==> src/rtl/steer_pkg.sv <==
package steer_pkg;
    typedef struct packed {
        logic valid;
        logic preempt;
    } sel_t;

    typedef struct packed {
        logic eff;
    } lane_t;
endpackage

==> src/rtl/steer_decode.sv <==
module steer_decode #(
    parameter int NUM_PRIO = 8,
    localparam int PW = (NUM_PRIO > 1) ? $clog2(NUM_PRIO) : 1
) (
    input  logic                enq_valid,
    input  logic [PW-1:0]       enq_prio,
    output logic [NUM_PRIO-1:0] enq_hit
);
    // One-hot decode of the enqueued priority; out-of-range values hit nothing.
    for (genvar i = 0; i < NUM_PRIO; i++) begin : g_hit
        assign enq_hit[i] = enq_valid && (enq_prio == PW'(i));
    end
endmodule

==> src/rtl/steer_lane.sv <==
module steer_lane
    import steer_pkg::*;
(
    input  logic clk,
    input  logic rst_n,
    input  logic req_bit,
    input  logic empty,
    input  logic verified,
    input  logic enq_hit,
    output logic eff
);
    lane_t lane_d, lane_q;

    always_comb begin
        lane_d = lane_q;
        // Switch only when the priority holds no frames and none arrives now.
        if (empty && !enq_hit) begin
            lane_d.eff = verified & req_bit;
        end
    end

    always_ff @(posedge clk or negedge rst_n) begin
        if (!rst_n) lane_q <= '0;
        else        lane_q <= lane_d;
    end

    assign eff = lane_q.eff;

    AST_BUSY_HOLD: assert property (@(posedge clk) disable iff (!rst_n)
        !empty |=> $stable(eff));
    AST_COLLIDE_DEFER: assert property (@(posedge clk) disable iff (!rst_n)
        enq_hit |=> $stable(eff));
    AST_UNVERIFIED_EXPRESS: assert property (@(posedge clk) disable iff (!rst_n)
        (empty && !enq_hit && !verified) |=> !eff);
    AST_APPLY_REQ: assert property (@(posedge clk) disable iff (!rst_n)
        (empty && !enq_hit && verified) |=> (eff == $past(req_bit)));
endmodule

==> src/rtl/steer_select.sv <==
module steer_select
    import steer_pkg::*;
#(
    parameter int NUM_PRIO = 8
) (
    input  logic                clk,
    input  logic                rst_n,
    input  logic                enq_valid,
    input  logic [NUM_PRIO-1:0] enq_hit,
    input  logic [NUM_PRIO-1:0] eff_mask,
    output logic                sel_valid,
    output logic                sel_preempt
);
    sel_t sel_d, sel_q;

    always_comb begin
        sel_d.valid   = enq_valid;
        // Uses the mapping in force during the enqueue cycle.
        sel_d.preempt = enq_valid && |(enq_hit & eff_mask);
    end

    always_ff @(posedge clk or negedge rst_n) begin
        if (!rst_n) sel_q <= '0;
        else        sel_q <= sel_d;
    end

    assign sel_valid   = sel_q.valid;
    assign sel_preempt = sel_q.preempt;

    AST_SEL_FOLLOWS_ENQ: assert property (@(posedge clk) disable iff (!rst_n)
        enq_valid |=> sel_valid);
    AST_SEL_IDLE: assert property (@(posedge clk) disable iff (!rst_n)
        !enq_valid |=> !sel_valid);
    AST_SEL_QUIET: assert property (@(posedge clk) disable iff (!rst_n)
        !sel_valid |-> !sel_preempt);
endmodule

==> src/rtl/prio_steer.sv <==
module prio_steer #(
    parameter int NUM_PRIO = 8,
    localparam int PW = (NUM_PRIO > 1) ? $clog2(NUM_PRIO) : 1
) (
    input  logic                clk,
    input  logic                rst_n,
    input  logic [NUM_PRIO-1:0] req_mask,
    input  logic [NUM_PRIO-1:0] prio_empty,
    input  logic                verified,
    input  logic                enq_valid,
    input  logic [PW-1:0]       enq_prio,
    output logic                sel_valid,
    output logic                sel_preempt,
    output logic [NUM_PRIO-1:0] eff_mask
);
    logic [NUM_PRIO-1:0] enq_hit;

    steer_decode #(.NUM_PRIO(NUM_PRIO)) u_decode (
        .enq_valid (enq_valid),
        .enq_prio  (enq_prio),
        .enq_hit   (enq_hit)
    );

    for (genvar i = 0; i < NUM_PRIO; i++) begin : g_lane
        steer_lane u_lane (
            .clk      (clk),
            .rst_n    (rst_n),
            .req_bit  (req_mask[i]),
            .empty    (prio_empty[i]),
            .verified (verified),
            .enq_hit  (enq_hit[i]),
            .eff      (eff_mask[i])
        );
    end

    steer_select #(.NUM_PRIO(NUM_PRIO)) u_select (
        .clk         (clk),
        .rst_n       (rst_n),
        .enq_valid   (enq_valid),
        .enq_hit     (enq_hit),
        .eff_mask    (eff_mask),
        .sel_valid   (sel_valid),
        .sel_preempt (sel_preempt)
    );

    AST_DECODE_ONEHOT: assert property (@(posedge clk) disable iff (!rst_n)
        $onehot0(enq_hit));
    AST_NO_ENQ_NO_HIT: assert property (@(posedge clk) disable iff (!rst_n)
        !enq_valid |-> (enq_hit == '0));
endmodule

==> config.mk <==
export PLATFORM = sky130hd
export DESIGN_NAME = prio_steer
export DESIGN_NICKNAME = d
export VERILOG_FILES = /design/src/rtl/steer_pkg.sv /design/src/rtl/steer_decode.sv /design/src/rtl/steer_lane.sv /design/src/rtl/steer_select.sv /design/src/rtl/prio_steer.sv
export SDC_FILE = /design/constraint.sdc
export NUM_CORES = 1
export LEC_CHECK = 0
export BUFFER_PORTS_ARGS = -buffer_cell sky130_fd_sc_hd__buf_4
export CORE_UTILIZATION = 38
export DETAILED_ROUTE_END_ITERATION = 10
export PLACE_DENSITY = 0.75
export SLEW_MARGIN = 20
export SYNTH_ARGS = -nofsm -noshare
export SYNTH_HDL_FRONTEND = slang
export SYNTH_SLANG_ARGS = --single-unit
export TNS_END_PERCENT = 1
==> constraint.sdc <==
create_clock -name clk -period 1.1 [get_ports clk]
set_clock_uncertainty 0.2 [all_clocks]
set_input_delay 0.055 -clock clk [delete_from_list [all_inputs] [get_ports clk]]
set_output_delay 0.055 -clock clk [all_outputs]
set_load 0.02 [all_outputs]
# [Word level (Yosys, flattened, before mapping)]
# Cells that the tools add are included.
[totals] input_bits=23 elab_cells=53 reg_bits=10 output_inout_bits=10
[op_classes] bitwise_logic=9 n_reduce_logical=27 eq_ne=7
[op_table] op="$logic_and 1x1->1" n=17
[op_table] op="$eq 3x3->1 const B" n=4
[op_table] op="$and 1x1->1" n=8
[op_table] op="$and 8x8->8" n=1
[op_table] op="$logic_not 1->1" n=8
[op_table] op="$reduce_or 8->1" n=1
[op_table] op="$eq 3x2->1 const B" n=2
[op_table] op="$eq 3x1->1 const B" n=1
[op_table] op="$logic_not 3->1" n=1

# [Depth between registers and ports, before layout]
[depth] ltp_word=5 ltp_mapped=4

# [Modules after synthesis]
# From an unflattened synthesis, not the netlist that was laid out.
[unflattened] cells_unflattened=56 area_unflattened_um2=639.4
[modules_own_cells] module="steer_lane" seq_area_each_um2=25.0 n_inst=8 area_per_inst_um2=56.3 cells_per_inst=5
[modules_own_cells] module="steer_decode" seq_area_each_um2=0.0 n_inst=1 area_per_inst_um2=96.3 cells_per_inst=8
[modules_own_cells] module="steer_select" seq_area_each_um2=50.0 n_inst=1 area_per_inst_um2=92.6 cells_per_inst=8

# [Worst setup path after synthesis]
# No wires, ideal clock.
[synth_path] path_kind="reg2reg" from="reg g_lane[2].u_lane.lane_q" to="reg u_select.sel_q, in the netlist u_select.sel_preempt" stages_incl_launch_ff=4 path_buffers=0 t_arrival_ns=0.847 setup_slack_ns=-0.070 setup_ns=0.124 path_cell_list="dfrtp_1 -> mux2i_1 -> o32ai_1 -> o31a_1"
[synth_rtl] element="start: declaration" line_no="steer_lane.sv:12" text="lane_t lane_d, lane_q;"
[synth_rtl] element="start signal: assignment" line_no="steer_lane.sv:24" text="else lane_q <= lane_d;"
[synth_rtl] element="end signal: assignment" line_no="steer_select.sv:24" text="else sel_q <= sel_d;"
[synth_rtl] element="end: declaration" line_no="steer_select.sv:14" text="sel_t sel_d, sel_q;"

==> impl_summary.log <==
[metrics] Compound-Gate Fraction of Synth Area: 0.0990
[metrics] Remaining Overflow, GRT: 0
[metrics] ANT nets after route: 0
[metrics] largest fanout on the critical path: 2
[metrics] area after detailed placement: 866 um^2
[metrics] failing checks: hold timing, setup timing
[metrics] number of buffers created by CTS: 3
[metrics] area added between synthesis and finish: 84.0%
[metrics] total power: between 1 and 1.5 mW
[metrics] Die Ht: 42.8 um
[metrics] Cells on Worst Hold Path: 3
[metrics] worst min-delay path category: primary input to register
[metrics] core utilization of the finished layout: 0.763
[metrics] width of the die: 42.8 um
[metrics] Synth Warn #: 0
[metrics] via count of the first global-routing pass: ~700
[metrics] share of cells above drive strength 1: 0.375
[metrics] count of H-tree levels built during CTS: 1
[metrics] Worst Tran Pin Value: 0.276 ns
[metrics] synthesized netlist net count: 90
[metrics] shortest period the worst path allows: 1.26 ns
[metrics] Antenna Diode Count: 0
[metrics] result of the run: finished with violations
[metrics] HPWL after detailed placement: approximately 1000 um
[metrics] Crit Reg-Reg Endpoint: u_select.sel_preempt
[metrics] GR Layer Usage met1: 0.238
[metrics] period utilization: 1.14
[metrics] max-capacitance violation count: 0
[metrics] initial antenna violation count: 0
[metrics] worst ir drop on vdd: 0.000606 V
[metrics] total number of vias: approximately 660
[metrics] Synth Area in XOR/XNOR: 0
[metrics] hold slack: -0.0269 ns
[metrics] Post-Synthesis Mean Instance Area: 9.43 um^2
[metrics] Clk Tree Root Cell: sky130_fd_sc_hd__clkbuf_4
[metrics] Row Count: 14
[metrics] Post-CTS Hold Buffers: 20
[metrics] Clock transition at path regs: roughly 0.07 ns
[metrics] number of endpoints with negative hold slack in the final report: 2
[metrics] power density relative to cell area: between 1000 and 1500 nW/um^2
[metrics] simple logic cell fraction of the synthesized area: 0.131
[metrics] Cell Area, Synth: about 630 um^2
[metrics] Max Fclk: 0.796 GHz
[metrics] reg-to-reg slack, setup: -0.16 ns
[metrics] final critical-path setup slack: -0.156 ns
[metrics] dominant combinational cell family by area after synthesis: multiplexers
[metrics] depth of the most critical reg-to-reg path: 3
[metrics] aggregate global-route resource usage: 0.229
[metrics] Post-Synth Adder-Cell Area: 0
[metrics] number of optimization iterations in the first detailed-route pass: 4
[metrics] most frequent standard cell in the layout excluding fill and tap cells: sky130_fd_sc_hd__buf_4
[metrics] count of distinct cell types in the synthesized netlist: 14
[metrics] first-pass GRT wire length: 3010 um
[metrics] Max transition margin: 0.814
[metrics] number of nets at the end of the flow: ~140
[metrics] sequence of cells on the critical path: mux2i_1, o32ai_1, o31a_1
[metrics] critical path data required time: 1.06 ns
[metrics] final cell count without fillers: about 140
[metrics] number of sinks handled by clock tree synthesis: 10
[metrics] number of buffers on the longest clock path: 2
[metrics] WL/cell: 13.6 um
[metrics] routed wire length: roughly 1800 um
[metrics] Port Buffers: 32
[metrics] largest net degree at the start of global routing: 11
[metrics] number of remaining DRC errors: 0
[metrics] startpoint of the worst-slack reg-to-reg timing path: g_lane[7].u_lane.eff
[metrics] total of endpoints with negative setup slack in the final report: 9
[metrics] grt met3 use: 0.0766
[metrics] number of top-level pins: 33
[metrics] post-synthesis sequential area ratio: 0.396
[metrics] launch point of the worst hold path: enq_prio[0]
[metrics] setup repair after global routing missed its margin: yes
[metrics] Detailed Route Iter0 Violations: 12
[metrics] via/cell ratio: slightly below 5
[metrics] CP Class: register to register
[metrics] Total Die Area: ~1800 um^2
[metrics] starting density of the core: 0.415
[metrics] number of synthesized register bits: 10
[metrics] source-to-sink clock delay at the later pin of the worst-skew pair: ~0.27 ns
[metrics] Largest stage delay, worst path: approximately 0.40 ns
[metrics] total of fill cells in the finished design: 90
[metrics] cells after synthesis: 67
[metrics] number of pins with negative max-slew slack in the final report: 0
[metrics] arrival time at the worst endpoint: 1.22 ns
[metrics] global-route layer with the greatest usage: met2
[metrics] multiplexer area fraction after synthesis: 0.190
[metrics] commonest non-fill, non-tap cells in the layout: 24 x sky130_fd_sc_hd__buf_4, 20 x sky130_fd_sc_hd__dlygate4sd3_1, 16 x sky130_fd_sc_hd__buf_6
[metrics] clock tree from TritonCTS: yes
[metrics] area of all placed cells without fillers: about 1200 um^2
[metrics] worst hold endpoint: g_lane[0].u_lane.eff
[metrics] global routing met2 resource utilization: 0.412
[metrics] DP Cell Count: about 110
[metrics] total leakage power: 0.592 nW
[metrics] cell at the slowest stage of the critical path: sky130_fd_sc_hd__dfrtp_1
[metrics] CP endpoint kind: register
[metrics] Core Box Area: 1520 um^2
[metrics] RD Place Congestion: between 0.7 and 0.8
[metrics] crit start category: register
==> timing repair <==
item | 4_1_cts | 5_1_grt
setup endpoints to repair | 9 | 9
gates resized for setup | 12 | 4
hold endpoints to repair | 20 | 2
pin swaps | 1 | 0
buffers inserted | 0 | 0
==> layout make-up <==
type                            instances  area (um^2)  area share
Sequential cell                        10          250       0.215
Multi-Input combinational cell         38          265       0.228
Inverter                                8         30.0      0.0258
Clock buffer                            4         36.3      0.0312
Tap cell                               16         20.0      0.0172
Timing Repair Buffer                   60          561       0.482
==> worst max-delay path by stage <==
stage	from	endpoint	slack [ns]	cells after the start
6_report	g_lane[7].u_lane.eff	u_select.sel_preempt	-0.16	3
3_5_place_dp	g_lane[2].u_lane.eff	u_select.sel_preempt	-0.09	3
3_3_place_gp	g_lane[2].u_lane.eff	u_select.sel_preempt	-0.07	3
2_1_floorplan	g_lane[3].u_lane.eff	u_select.sel_preempt	-0.04	3
5_1_grt	g_lane[7].u_lane.eff	u_select.sel_preempt	-0.18	3
4_1_cts	g_lane[3].u_lane.eff	u_select.sel_preempt	-0.09	3
==> synth_stat cells (all sizes together) <==
cell	instances	share of area
nand2b	3	0.042
inv	8	0.048
buf	10	0.13
o32ai	1	0.014
nor3b	2	0.024
nand2	11	0.065
dfrtp	10	0.40
mux2i	12	0.19
o21ai	6	0.048
o31a	1	0.014
o31ai	2	0.024
clkbuf	1	0.0059
==> power breakdown <==
group | switching, mW | internal, mW | leakage [nW] | total (mW)
clock | 0.145 | 0.202 | 0.0210 | 0.347
sequential | 0.0239 | 0.402 | 0.128 | 0.426
combinational | 0.174 | 0.260 | 0.443 | 0.434
total | 0.343 | 0.864 | 0.592 | 1.21
==> flip-flops by register name (all words and copies together) (netlist names) <==
register / count
g_lane.u_lane.eff: 8
u_select.sel_preempt: 1
u_select.sel_valid: 1
==> kinds of logic after synthesis <==
group	count (synthesis)
AND/OR/NAND/NOR	16
flip-flops	10
AO/OA/AOI/OAI	10
buffers and inverters	19
multiplexers	12
==> layer usage <==
metal | vias up | wire length (um)
met5 | - | 0
met4 | 0 | 24
met3 | 4 | 111
met2 | 27 | 1020
met1 | 314 | 691
li1 | 319 | -
==> metrics by stage <==
stage                     TNS, ns  setup slack, ns
after CTS                  -0.631          -0.0856
final                      -0.701           -0.156
after global routing       -0.980           -0.181
after floorplan           -0.0429          -0.0429
after detailed placement  -0.0897          -0.0897
after global placement    -0.0652          -0.0652
==> worst max-delay path, delay by kind of cell (launching register included) <==
| family | cells | cell delay, ns |
|---|---|---|
| DFF | 1 | 0.40 |
| muxes | 1 | 0.18 |
| AOI/OAI and AO/OA | 2 | 0.36 |
No activity file was read; power rests on OpenSTA's default activity.
